<file path="src/rtl/leaf_arb_pkg.sv">
package leaf_arb_pkg;

  localparam int unsigned LEAF_NREQ = 4;

  // Index of the input at position k of the order whose top entry is 'top'.
  function automatic int unsigned order_pos(input int unsigned top,
                                            input int unsigned k,
                                            input int unsigned n);
    order_pos = (top + n - (k % n)) % n;
  endfunction

  // Top-priority input for a given pointer value.
  function automatic int unsigned top_of(input int unsigned ptr,
                                         input int unsigned n);
    top_of = (ptr + n - 1) % n;
  endfunction

endpackage

</file>
<file path="src/rtl/leaf_rst_sync.sv">
module leaf_rst_sync #(
  parameter int unsigned STAGES = 2
) (
  input  logic clk,
  input  logic rst_n,
  output logic rst_sync_n
);

  logic [STAGES-1:0] sync_q;

  always_ff @(posedge clk or negedge rst_n) begin
    if (!rst_n) begin
      sync_q <= '0;
    end else begin
      sync_q <= {sync_q[STAGES-2:0], 1'b1};
    end
  end

  assign rst_sync_n = sync_q[STAGES-1];

endmodule

</file>
<file path="src/rtl/leaf_prio_enc.sv">
module leaf_prio_enc
  import leaf_arb_pkg::*;
#(
  parameter int unsigned NREQ = LEAF_NREQ,
  parameter int unsigned TOP  = NREQ - 1
) (
  input  logic [NREQ-1:0] req,
  output logic [NREQ-1:0] gnt
);

  logic hit;

  // Scan downward from TOP, wrapping, and take the first requester.
  always_comb begin
    gnt = '0;
    hit = 1'b0;
    for (int unsigned k = 0; k < NREQ; k++) begin
      if (!hit && req[order_pos(TOP, k, NREQ)]) begin
        gnt[order_pos(TOP, k, NREQ)] = 1'b1;
        hit = 1'b1;
      end
    end
  end

endmodule

</file>
<file path="src/rtl/leaf_lock_det.sv">
module leaf_lock_det #(
  parameter int unsigned NREQ = 4
) (
  input  logic [NREQ-1:0] req,
  input  logic [NREQ-1:0] sel,
  output logic            round_end
);

  logic [NREQ-1:0] term;

  // The selected input ends the round when nothing below it is pending.
  for (genvar i = 0; i < NREQ; i++) begin : g_term
    localparam logic [NREQ-1:0] BELOW = {NREQ{1'b1}} >> (NREQ - i);
    assign term[i] = sel[i] & ~(|(req & BELOW));
  end

  assign round_end = |term;

endmodule

</file>
<file path="src/rtl/leaf_rr_arb.sv">
module leaf_rr_arb
  import leaf_arb_pkg::*;
#(
  parameter int unsigned NREQ = LEAF_NREQ
) (
  input  logic            clk,
  input  logic            rst_n,
  input  logic [NREQ-1:0] req,
  input  logic            ack,
  output logic [NREQ-1:0] grant,
  output logic            up_req,
  output logic            lock
);

  localparam int unsigned PW = (NREQ > 1) ? $clog2(NREQ) : 1;

  logic            rst_sync_n;
  logic [PW-1:0]   ptr_q;
  logic [PW-1:0]   ptr_d;
  logic            ptr_en;
  logic [NREQ-1:0] enc_g [NREQ];
  logic [NREQ-1:0] sel;
  logic            round_end;

  leaf_rst_sync #(.STAGES(2)) u_rst (
    .clk        (clk),
    .rst_n      (rst_n),
    .rst_sync_n (rst_sync_n)
  );

  // One encoder per pointer value, all evaluated in parallel.
  for (genvar p = 0; p < NREQ; p++) begin : g_enc
    leaf_prio_enc #(
      .NREQ (NREQ),
      .TOP  (top_of(p, NREQ))
    ) u_enc (
      .req (req),
      .gnt (enc_g[p])
    );
  end

  // Output mux, steered by the registered pointer; held low in reset.
  always_comb begin
    sel = '0;
    if (rst_sync_n) begin
      sel = enc_g[ptr_q];
    end
  end

  leaf_lock_det #(.NREQ(NREQ)) u_lock (
    .req       (req),
    .sel       (sel),
    .round_end (round_end)
  );

  assign grant  = sel & {NREQ{ack}};
  assign lock   = round_end;
  assign up_req = rst_sync_n & (|req) & ~round_end;

  // Next pointer: index of the acknowledged grant.
  always_comb begin
    ptr_en = |grant;
    ptr_d  = ptr_q;
    for (int unsigned i = 0; i < NREQ; i++) begin
      if (grant[i]) begin
        ptr_d = PW'(i);
      end
    end
  end

  always_ff @(posedge clk or negedge rst_sync_n) begin
    if (!rst_sync_n) begin
      ptr_q <= '0;
    end else if (ptr_en) begin
      ptr_q <= ptr_d;
    end
  end

  AST_GNT_ONEHOT: assert property (@(posedge clk) disable iff (!rst_sync_n)
    $onehot0(grant));
  AST_GNT_IN_REQ: assert property (@(posedge clk) disable iff (!rst_sync_n)
    (grant & ~req) == '0);
  AST_NO_ACK_NO_GNT: assert property (@(posedge clk) disable iff (!rst_sync_n)
    !ack |-> grant == '0);
  AST_HOLD_IDLE: assert property (@(posedge clk) disable iff (!rst_sync_n)
    grant == '0 |=> $stable(ptr_q));
  AST_UPREQ_HAS_REQ: assert property (@(posedge clk) disable iff (!rst_sync_n)
    up_req |-> |req);

  for (genvar i = 0; i < NREQ; i++) begin : g_ast_load
    AST_PTR_LOAD: assert property (@(posedge clk) disable iff (!rst_sync_n)
      grant[i] |=> ptr_q == PW'(i));
  end

endmodule

</file>
<file path="config.mk">
export PLATFORM = sky130hd
export DESIGN_NAME = leaf_rr_arb
export DESIGN_NICKNAME = d
export VERILOG_FILES = /design/src/rtl/leaf_arb_pkg.sv /design/src/rtl/leaf_rst_sync.sv /design/src/rtl/leaf_prio_enc.sv /design/src/rtl/leaf_lock_det.sv /design/src/rtl/leaf_rr_arb.sv
export SDC_FILE = /design/constraint.sdc
export NUM_CORES = 1
export LEC_CHECK = 0
export BUFFER_PORTS_ARGS = -buffer_cell sky130_fd_sc_hd__buf_2
export CAP_MARGIN = 25
export CORE_AREA = 2 2 39 41
export DETAILED_ROUTE_END_ITERATION = 7
export DIE_AREA = 0 0 41 43
export PLACE_DENSITY_LB_ADDON = 0.1
export SLEW_MARGIN = 20
export SYNTH_ARGS = -nofsm -noshare
export SYNTH_HDL_FRONTEND = slang
export SYNTH_HIERARCHICAL = 1
export SYNTH_SLANG_ARGS = --single-unit
</file>
<file path="constraint.sdc">
create_clock -name clk -period 2.65 [get_ports clk]
set_clock_uncertainty 0.1 [all_clocks]
set_input_delay 0.3975 -clock clk [delete_from_list [all_inputs] [get_ports clk]]
set_output_delay 0.3975 -clock clk [all_outputs]
set_load 0.05 [all_outputs]
</file>
==> key figures <==
Status
  • Status: finished, final reports clean

Routing
  • 1st-iter DRT viols: 2
  • Routed vias: 449
  • WL final: 1050 um
  • TritonRoute pass-1 iters: 2
  • Routed WL per cell: 11.6 um
  • # DRC: 0
  • Vias/cell: 4.93
  • Post-DRT Antenna Nets: 0

Clock tree
  • H-tree levels: 1
  • CTS clk-pin slew, worst paths: 30 ps
  • Clock latency on the worst-skew pair: 230 ps
  • CTS buffer count: 3
  • Setup bufs post-CTS: 0
  • CTS tree: built
  • CTS root buffer: clkbuf_4
  • CTS Buffer Depth: 2
  • Clock sink total: 4

Placed design
  • GP Congestion: 0.706
  • Post-DP HPWL: 793 um
  • IO Port Bufs: 12
  • DP Worst Slack: -26.9 ps

Critical path
  • CP Cell Sequence: buf_2 > buf_4 > nor3b_1 > mux4_2 > and2_1 > a21oi_2 > o31ai_4 > nor3b_4 > buf_6
  • Crit path DAT: 2040 ps
  • CP Launch Type: input port
  • Crit path kind: input port to primary output
  • Critical Path RT: 2150 ps
  • Reg-to-reg startpoint: ptr_q[0]
  • Critical path's slowest cell: mux4_2
  • Crit path largest cell delay: 480 ps
  • CP Max Fanout: 8
  • Worst Setup SP: req[3]
  • Endpoint class of the critical path: primary output

Power and ir drop
  • Worst VDD drop: 0.518 mV
  • Lkg Pwr: 0.286 nW
  • Total power: 0.519 mW
  • Pwr per Cell Area: 748 nW/um2

Worst hold path
  • Startpoint of the worst hold path: u_rst/sync_q[0]
  • Hold/Removal Path Class: flop to flop

Die
  • Initial Utilization: 36.3%
  • Die area: 1760 um2
  • Die Width: 41 um
  • Row count: 14
  • I/O Pins: 13
  • Core area: 1380 um2
  • Die H: 43 um

Yosys
  • Post-synth top area share: 20.0%
  • Netlist cell types: 22
  • Syn Area/Cell: 9.65 um2
  • Yosys reg bits: 4
  • Synthesized net count: 59
  • Area contributors post-synth: dfrtp_1, mux4_2, nor4b_2
  • Leading area contributor after synthesis: dfrtp_1
  • Synth Warn #: 6
  • Sequential-to-total area share from yosys stat: 20.0%
  • Post-Synthesis Cells: 52
  • Cell area after synthesis: 502 um2

STA
  • Final worst slack: 111 ps
  • Max Slew Vio Count: 0
  • Final hold violation count: 0
  • RSZ-0062 raised after global routing: false
  • Slew headroom: 66.6%
  • Crit share post-route: 95.8%
  • Final setup violation count: 0
  • Final Critical Period: 2540 ps
  • Worst slew pin tran: 496 ps
  • Fmax: 0.394 GHz
  • TNS Setup: 0 ps

Flow run
  • Max-cap violations: 0

Layout
  • Syn-to-layout area delta: 38.2%
  • Share of layout cells above drive strength 1: 52.0%
  • Net count, final: 83
  • Diodes inserted: 0

Global routing
  • Remaining global-route overflow: 0
  • Pin count of the biggest net entering global routing: 12
  • Initial antenna violation count: 0
  • First-pass GRT wire length: 1700 um
  • Total GRT Usage: 14.5%
  • Vias in the first global route: 421
layer usage:
| metal | share of wire, % | track usage (%) | vias to the layer above |
|---|---|---|---|
| li1 | - | - | 237 |
| met5 | 0 | 0 | - |
| met2 | 49 | 22.5 | 7 |
| met3 | 2.6 | 3.14 | 0 |
| met1 | 49 | 18.7 | 205 |
| met4 | 0 | 6.00 | 0 |
final timing paths:
check | to | slack (ps) | cells after the start
worst min-delay path | u_rst/sync_q[1] | 250 | 0
worst max-delay path | up_req | 110 | 9
worst max register to register | ptr_q[0] | 1080 | 4
max in group asynchronous | ptr_q[0] | 1680 | 1
worst min register to register | u_rst/sync_q[1] | 250 | 0
min in group asynchronous | u_rst/sync_q[1] | 380 | 2
cell usage after synthesis (all sizes together):
library cell  instances
nor2b                 6
nor3b                 5
a21oi                 4
and2                  4
buf                   4
dfrtp                 4
mux4                  4
nor4b                 4
o21ai                 4
nor2                  3
inv                   2
and3                  1
clkinv                1
conb                  1
nand2                 1
nor4                  1
o31ai                 1
or3                   1
or3b                  1
report_power, final:
| group | switching, mW | total, mW | internal [mW] |
|---|---|---|---|
| combinational | 0.161 | 0.321 | 0.160 |
| sequential | 0.0391 | 0.119 | 0.0799 |
| clock | 0.0225 | 0.0788 | 0.0563 |
registers in the layout, indices dropped and copies added, names as in the netlist:
| name | flops |
|---|---|
| ptr_q | 2 |
| u_rst/sync_q | 2 |
cells in the final DEF, fill, tap and decap left out, drive strengths merged:
master	n
a21oi	4
and2	4
and3	1
buf	21
clkbuf	4
clkinv	1
conb	1
dfrtp	4
dlygate4sd3	2
inv	2
mux4	4
nand2	1
nor2	3
nor2b	6
nor3b	5
nor4	1
nor4b	4
o21ai	4
o31ai	1
or3	1
or3b	1
repair_timing:
action | CTS | global route
pin swaps | 0 | 0
gates resized for setup | 2 | 2
hold endpoints to repair | 4 | 0
endpoints found under the setup margin | 1 | 1
hold buffers | 2 | 0
final cells by class:
type | count | area (um2)
tap | 16 | 20.0
timing repair buffer | 23 | 154
fill | 144 | 691
clock buffer | 4 | 26.3
sequential | 4 | 101
multi-input combinational | 41 | 380
inverter | 3 | 11.3
worst max-delay path: cells and delay by family:
| family | cells | cell delay (ps) |
|---|---|---|
| buf+inv | 3 | 480 |
| simple gates | 3 | 410 |
| mux | 1 | 480 |
| compound gates | 2 | 270 |
stage by stage:
step           instance area [um2]  util (%)  cells  hold WS, ps
2_1_floorplan                  523         -     52        -40.2
3_3_place_gp                   641      46.3     85       -0.918
3_5_place_dp                   641      46.3     85        -5.45
4_1_cts                        693      50.1     91          252
5_1_grt                        693      50.1     91          263
6_report                       693      50.1     91          248
kinds of logic after synthesis:
group,count (synthesis),synth area share [%]
buffers and inverters,7,8.23
other,1,0.747
muxes,4,18.7
DFF,4,20.0
and+or+nand+nor,27,40.4
AOI/OAI and AO/OA,9,12.0
Note: power is estimated with default switching activity, not from simulation.
